### src/rtl/rxs_pkg.sv
package rxs_pkg;

    typedef enum logic [1:0] {
        S_EMPTY = 2'd0,
        S_HOLD  = 2'd1,
        S_PART  = 2'd2,
        S_FULL  = 2'd3
    } rxs_state_e;

    localparam int LSR_DR_BIT   = 0;
    localparam int LSR_OE_BIT   = 1;
    localparam int MSR_CD_BIT   = 7;
    localparam int MSR_RI_BIT   = 6;
    localparam int MCR_LOOP_BIT = 4;
    localparam int MCR_OUT2_BIT = 3;
    localparam int MCR_OUT1_BIT = 2;

endpackage

### src/rtl/rxs_sync.sv
module rxs_sync #(
    parameter int          W       = 2,
    parameter logic [W-1:0] RST_VAL = '1
) (
    input  logic         clk,
    input  logic         rst_n,
    input  logic [W-1:0] d_i,
    output logic [W-1:0] q_o
);

    logic [W-1:0] meta_q;
    logic [W-1:0] sync_q;

    for (genvar i = 0; i < W; i++) begin : g_bit
        always_ff @(posedge clk or negedge rst_n) begin
            if (!rst_n) begin
                meta_q[i] <= RST_VAL[i];
                sync_q[i] <= RST_VAL[i];
            end else begin
                meta_q[i] <= d_i[i];
                sync_q[i] <= meta_q[i];
            end
        end
    end

    assign q_o = sync_q;

endmodule

### src/rtl/rxs_store.sv
module rxs_store #(
    parameter int DEPTH = 16,
    parameter int DW    = 8,
    localparam int AW   = (DEPTH > 1) ? $clog2(DEPTH) : 1,
    localparam int CW   = $clog2(DEPTH) + 1
) (
    input  logic          clk,
    input  logic          rst_n,
    input  logic          flush,
    input  logic          wr_en,
    input  logic          rd_en,
    input  logic          ovw_en,
    input  logic [DW-1:0] din,
    output logic [DW-1:0] head_o,
    output logic [CW-1:0] count_o
);

    logic [DW-1:0] mem [DEPTH];
    logic [AW-1:0] wr_ptr;
    logic [AW-1:0] rd_ptr;
    logic [CW-1:0] count;

    function automatic logic [AW-1:0] bump(input logic [AW-1:0] p);
        return (p == AW'(DEPTH - 1)) ? '0 : p + 1'b1;
    endfunction

    always_ff @(posedge clk or negedge rst_n) begin
        if (!rst_n) begin
            wr_ptr <= '0;
            rd_ptr <= '0;
            count  <= '0;
        end else if (flush) begin
            wr_ptr <= '0;
            rd_ptr <= '0;
            count  <= '0;
        end else begin
            if (wr_en) wr_ptr <= bump(wr_ptr);
            if (rd_en) rd_ptr <= bump(rd_ptr);
            unique case ({wr_en, rd_en})
                2'b10:   count <= count + 1'b1;
                2'b01:   count <= count - 1'b1;
                default: count <= count;
            endcase
        end
    end

    always_ff @(posedge clk) begin
        if (wr_en && !flush)       mem[wr_ptr] <= din;
        else if (ovw_en && !flush) mem[rd_ptr] <= din;
    end

    assign head_o  = mem[rd_ptr];
    assign count_o = count;

endmodule

### src/rtl/rxs_ctrl.sv
module rxs_ctrl
    import rxs_pkg::*;
#(
    parameter int DEPTH = 16,
    localparam int CW   = $clog2(DEPTH) + 1
) (
    input  logic          clk,
    input  logic          rst_n,
    input  logic          fifo_en,
    input  logic          push,
    input  logic          pop,
    input  logic [CW-1:0] count,
    output rxs_state_e    st_o,
    output logic          mode_o,
    output logic          flush_o,
    output logic          wr_en,
    output logic          rd_en,
    output logic          ovw_en,
    output logic          ovr_evt
);

    rxs_state_e st_q, st_d;
    logic       mode_q;
    logic       flush;

    assign flush = (fifo_en != mode_q);

    // next-state logic
    always_comb begin
        st_d = st_q;
        if (flush) begin
            st_d = S_EMPTY;
        end else begin
            unique case (st_q)
                S_EMPTY: if (push) st_d = mode_q ? S_PART : S_HOLD;
                S_HOLD:  if (pop && !push) st_d = S_EMPTY;
                S_PART: begin
                    if (push && !pop && count == CW'(DEPTH - 1)) st_d = S_FULL;
                    else if (pop && !push && count == CW'(1))    st_d = S_EMPTY;
                end
                S_FULL:  if (pop && !push) st_d = S_PART;
                default: st_d = S_EMPTY;
            endcase
        end
    end

    // state register
    always_ff @(posedge clk or negedge rst_n) begin
        if (!rst_n) begin
            st_q   <= S_EMPTY;
            mode_q <= 1'b0;
        end else begin
            st_q   <= st_d;
            mode_q <= fifo_en;
        end
    end

    // outputs
    always_comb begin
        wr_en   = 1'b0;
        rd_en   = 1'b0;
        ovw_en  = 1'b0;
        ovr_evt = 1'b0;
        if (!flush) begin
            unique case (st_q)
                S_EMPTY: wr_en = push;
                S_PART: begin
                    wr_en = push;
                    rd_en = pop;
                end
                S_HOLD: begin
                    rd_en   = pop;
                    wr_en   = push && pop;
                    ovw_en  = push && !pop;
                    ovr_evt = push && !pop;
                end
                S_FULL: begin
                    rd_en   = pop;
                    wr_en   = push && pop;
                    ovr_evt = push && !pop;
                end
                default: ;
            endcase
        end
    end

    assign st_o    = st_q;
    assign mode_o  = mode_q;
    assign flush_o = flush;

endmodule

### src/rtl/rxs_modem.sv
module rxs_modem
    import rxs_pkg::*;
(
    input  logic        clk,
    input  logic        rst_n,
    input  logic        dcd_n,
    input  logic        ri_n,
    input  logic [4:2]  mcr_i,
    output logic [15:0] msr_o
);

    logic [1:0] pins_s;

    rxs_sync #(.W(2), .RST_VAL(2'b11)) u_sync (
        .clk   (clk),
        .rst_n (rst_n),
        .d_i   ({dcd_n, ri_n}),
        .q_o   (pins_s)
    );

    always_comb begin
        msr_o = '0;
        if (mcr_i[MCR_LOOP_BIT]) begin
            msr_o[MSR_CD_BIT] = mcr_i[MCR_OUT2_BIT];
            msr_o[MSR_RI_BIT] = mcr_i[MCR_OUT1_BIT];
        end else begin
            msr_o[MSR_CD_BIT] = ~pins_s[1];
            msr_o[MSR_RI_BIT] = ~pins_s[0];
        end
    end

endmodule

### src/rtl/uart_rx_status.sv
module uart_rx_status
    import rxs_pkg::*;
#(
    parameter int DEPTH = 16,
    parameter int DW    = 8
) (
    input  logic          clk,
    input  logic          rst_n,
    input  logic          fifo_en,
    input  logic          rx_valid,
    input  logic [DW-1:0] rx_data,
    input  logic          rd_rbr,
    input  logic          rd_lsr,
    input  logic [4:2]    mcr_i,
    input  logic          dcd_n,
    input  logic          ri_n,
    output logic [DW-1:0] rbr_o,
    output logic [7:0]    lsr_o,
    output logic [15:0]   msr_o
);

    localparam int CW = $clog2(DEPTH) + 1;

    rxs_state_e    st;
    logic          mode_q;
    logic          flush;
    logic          wr_en, rd_en, ovw_en, ovr_evt;
    logic [CW-1:0] cnt;
    logic          oe_q;

    rxs_ctrl #(.DEPTH(DEPTH)) u_ctrl (
        .clk     (clk),
        .rst_n   (rst_n),
        .fifo_en (fifo_en),
        .push    (rx_valid),
        .pop     (rd_rbr),
        .count   (cnt),
        .st_o    (st),
        .mode_o  (mode_q),
        .flush_o (flush),
        .wr_en   (wr_en),
        .rd_en   (rd_en),
        .ovw_en  (ovw_en),
        .ovr_evt (ovr_evt)
    );

    rxs_store #(.DEPTH(DEPTH), .DW(DW)) u_store (
        .clk     (clk),
        .rst_n   (rst_n),
        .flush   (flush),
        .wr_en   (wr_en),
        .rd_en   (rd_en),
        .ovw_en  (ovw_en),
        .din     (rx_data),
        .head_o  (rbr_o),
        .count_o (cnt)
    );

    rxs_modem u_modem (
        .clk   (clk),
        .rst_n (rst_n),
        .dcd_n (dcd_n),
        .ri_n  (ri_n),
        .mcr_i (mcr_i),
        .msr_o (msr_o)
    );

    // overrun flag: an event in the same cycle beats the clearing read
    always_ff @(posedge clk or negedge rst_n) begin
        if (!rst_n)       oe_q <= 1'b0;
        else if (ovr_evt) oe_q <= 1'b1;
        else if (rd_lsr)  oe_q <= 1'b0;
    end

    always_comb begin
        lsr_o             = '0;
        lsr_o[LSR_DR_BIT] = (st != S_EMPTY);
        lsr_o[LSR_OE_BIT] = oe_q;
    end

endmodule

### config.mk
export PLATFORM = sky130hd
export DESIGN_NAME = uart_rx_status
export DESIGN_NICKNAME = d
export VERILOG_FILES = /design/src/rtl/rxs_pkg.sv /design/src/rtl/rxs_sync.sv /design/src/rtl/rxs_store.sv /design/src/rtl/rxs_ctrl.sv /design/src/rtl/rxs_modem.sv /design/src/rtl/uart_rx_status.sv
export SDC_FILE = /design/constraint.sdc
export NUM_CORES = 1
export LEC_CHECK = 0
export BUFFER_PORTS_ARGS = -buffer_cell sky130_fd_sc_hd__buf_2
export CORE_ASPECT_RATIO = 1.2
export CORE_UTILIZATION = 64
export DETAILED_ROUTE_END_ITERATION = 6
export PLACE_DENSITY = 0.84
export SYNTH_ARGS = -nofsm -noshare
export SYNTH_HDL_FRONTEND = slang
export SYNTH_SLANG_ARGS = --single-unit
### constraint.sdc
create_clock -name clk -period 5.2 [get_ports clk]
set_input_delay 1.04 -clock clk [delete_from_list [all_inputs] [get_ports clk]]
set_output_delay 1.04 -clock clk [all_outputs]
set_load 0.03 [all_outputs]
==> flow_summary.yaml <==
synthesis:
  synth_cells: 407
  synth.distinct_cells: 51
  postSynthAreaPerCell_um2: 15.6
  yosys_warnings: 0
  async_flop_share_pct: 14.1
  ys_seq_area_share_pct: 68.7
  synth_top_area_share_pct: 60.4
  synthFlopType: "edfxtp_1"
  syn_area_mm2: 0.00637
  synth_area_leader_cell: "edfxtp_1"
  ys_seq_elements: 149
  synth_edf_count: 128
  synth_area_leaders: "edfxtp_1 (60%), dfrtp_1 (6.7%), mux4_2 (5.7%)"
final_layout:
  syn2layout_area_growth_pct: 11.6
  final_cell_mix: "edfxtp_1 (128), mux2i_1 (35), buf_2 (30)"
  layout-drive-gt1-share_pct: 19.3
  fin_cells: 574
  final_common_cell: "edfxtp_1"
  nets: 463
  diodes: 0
floorplanning:
  initial_utilization_pct: 66.3
  core_area_mm2: 0.00961
  fp-row-count: 39
  die_width_um: 93.1
  die_area_mm2: 0.0104
  io_pins: 51
  fp.dieH_um: 111
timing:
  hold_viol: 0
  drv_slew: 0
  timing.setup.tns_ps: 0
  rsz0062_at_grt: "false"
  worst_pin_slew_ps: 1070
  max_freq_ghz: 0.236
  hold_ws_ps: 350
  fin_crit_ps: 4230
  slew_headroom_pct: 28.4
  finalSetupViolations: 0
  min_period_over_period_pct: 81.4
  fin_skew_ps: 13.5
power:
  switching_power_uw: 725
  power_density_mw_per_mm2: 398
  ir_drop_uv: 273
  pwr-share-seq_pct: 47.8
  power.share.switching_pct: 25.6
  intPower_mw: 2.10
  finalPower_mw: 2.83
  clockPowerShare_pct: 42.0
  p_leak_nw: 2.43
  p_comb_share_pct: 10.2
detailed_routing:
  wire_per_inst_um: 24.2
  drt_iter0_markers: 473
  dr.pass1.iters: 6
  vias_per_cell: 6.65
  wirelength_um: 13900
  vias: 3819
  ant_nets: 0
  drc: 0
worst_hold_path:
  hp-class: "reg2reg"
  hp-start: "u_modem.u_sync.meta_q[0]"
critical_path:
  crit_required_ps: 4160
  critical_path_class: "reg2out"
  worstReg2RegStart: "u_ctrl.mode_o"
  path_max_fanout: 24
  cp-startpoint: "u_store.rd_ptr[1]"
  arrival_ps: 3190
  start_kind: "flip-flop"
  endpoint_kind: "primary output"
placed_design:
  port_buffers: 30
  gp_congestion: 0.883
  dp.cells: 542
  dp_hpwl_um: 8610
run:
  cap_violations: 0
clock_tree:
  cts-root-buf: "clkbuf_16"
  worstSkewPairLatency_ps: 430
  clkTransAtPathRegs_ps: 70
  clock_path_buffers: 2
  post_cts.repair.setup_buffers: 0
  htreeDepth: 4
  postCtsHoldBufs: 0
  cts_made_buffers: 17
  cts_tree: "yes"
  cts-resized-gates: 0
  clock_sinks: 149
global_route:
  grt_pass1_vias: 3849
  grt_pass1_wl_um: 21300
  grt_use_total_pct: 28.9
  grt_max_degree: 58
  grt-ovfl-total: 0
  antenna_found_initial: 0
status:
  status: "finished, final reports clean"
metal layers:
layer | vias up | wire (µm) | track usage (%)
met5 | - | 0 | 0
met4 | 0 | 780 | 17.6
met3 | 53 | 978 | 6.10
met2 | 249 | 7220 | 47.2
met1 | 1900 | 4900 | 35.2
li1 | 1617 | - | -
state kept, by name, indices dropped and copies added, names as in the netlist:
signal and cells:
u_ctrl.st_o 2, u_ctrl.mode_o 1, oe_q 1, u_store.mem 128, u_modem.u_sync.q_o 2, u_modem.u_sync.meta_q 2, u_store.rd_ptr 4, u_store.wr_ptr 4
u_store.count_o 5
final cells by class:
cell class                 count  area [µm²]
clock inverter                14         140
fill                         541        2510
inverter                      10        37.5
sequential                   149        4380
multi-input combinational    227        1780
tap                          123         154
clock buffer                  18         429
timing repair buffer          33         185
stage by stage:
step,utilization (%),instance area [µm²],worst slack [ps]
finish,73.9,7100,969
global route,73.9,7100,981
CTS,73.9,7100,1060
detailed placement,68.0,6540,1550
global placement,68.0,6540,1620
floorplan,-,6440,2230
cell usage after synthesis, drive strengths merged, types with 2 or more instances:
library cell and count:
a311oi 2, o32a 4, nor3 3, dfstp 4
inv 9, clkbuf 11, ha 6, nand2 19
edfxtp 128, a221oi 16, a22oi 8, and3 2
xnor2 6, nor2 24, a211oi 2, mux2i 35
a21oi 9, nand3 8, dfrtp 17, o21ai 14
mux4 16, or4 3, nor2b 6, a31oi 2
buf 29, nand4 2
cells by family after synthesis:
kind of cell / synth area share [%]
buffers and inverters: 4.44
muxes: 11.4
DFF: 68.7
AOI/OAI and AO/OA: 7.47
other: 0.0589
adders and majority gates: 1.18
and+or+nand+nor: 5.82
xor gates and xnor gates: 0.963
final timing paths:
check                                           endpoint  slack [ps]  depth (start not counted)
worst max-delay path                            rbr_o[0]         970                          6
worst min-delay path               u_modem.u_sync.q_o[0]         350                          0
worst max register to register         u_store.mem[0][6]        2270                          5
worst min register to register     u_modem.u_sync.q_o[0]         350                          0
max in group asynchronous       u_modem.u_sync.meta_q[1]        4270                          1
min in group asynchronous                           oe_q         570                          1
critical path, cell delays in order (launching register included):
cell and delay [ps]:
dfrtp_1 1050, nor2b_1 280, buf_4 270, a221oi_1 570
o21ai_0 230, nand2_1 140, buf_2 210
power by group through the flow:
stage          clock network, mW  logic [mW]  registers [mW]
4_1_cts                     1.19       0.287            1.35
2_1_floorplan                  0       0.214            1.37
3_5_place_dp                   0       0.283            1.38
5_1_grt                     1.23       0.309            1.35
3_3_place_gp                   0       0.272            1.37
6_report                    1.19       0.288            1.35
(Power assumes the default switching activity.)
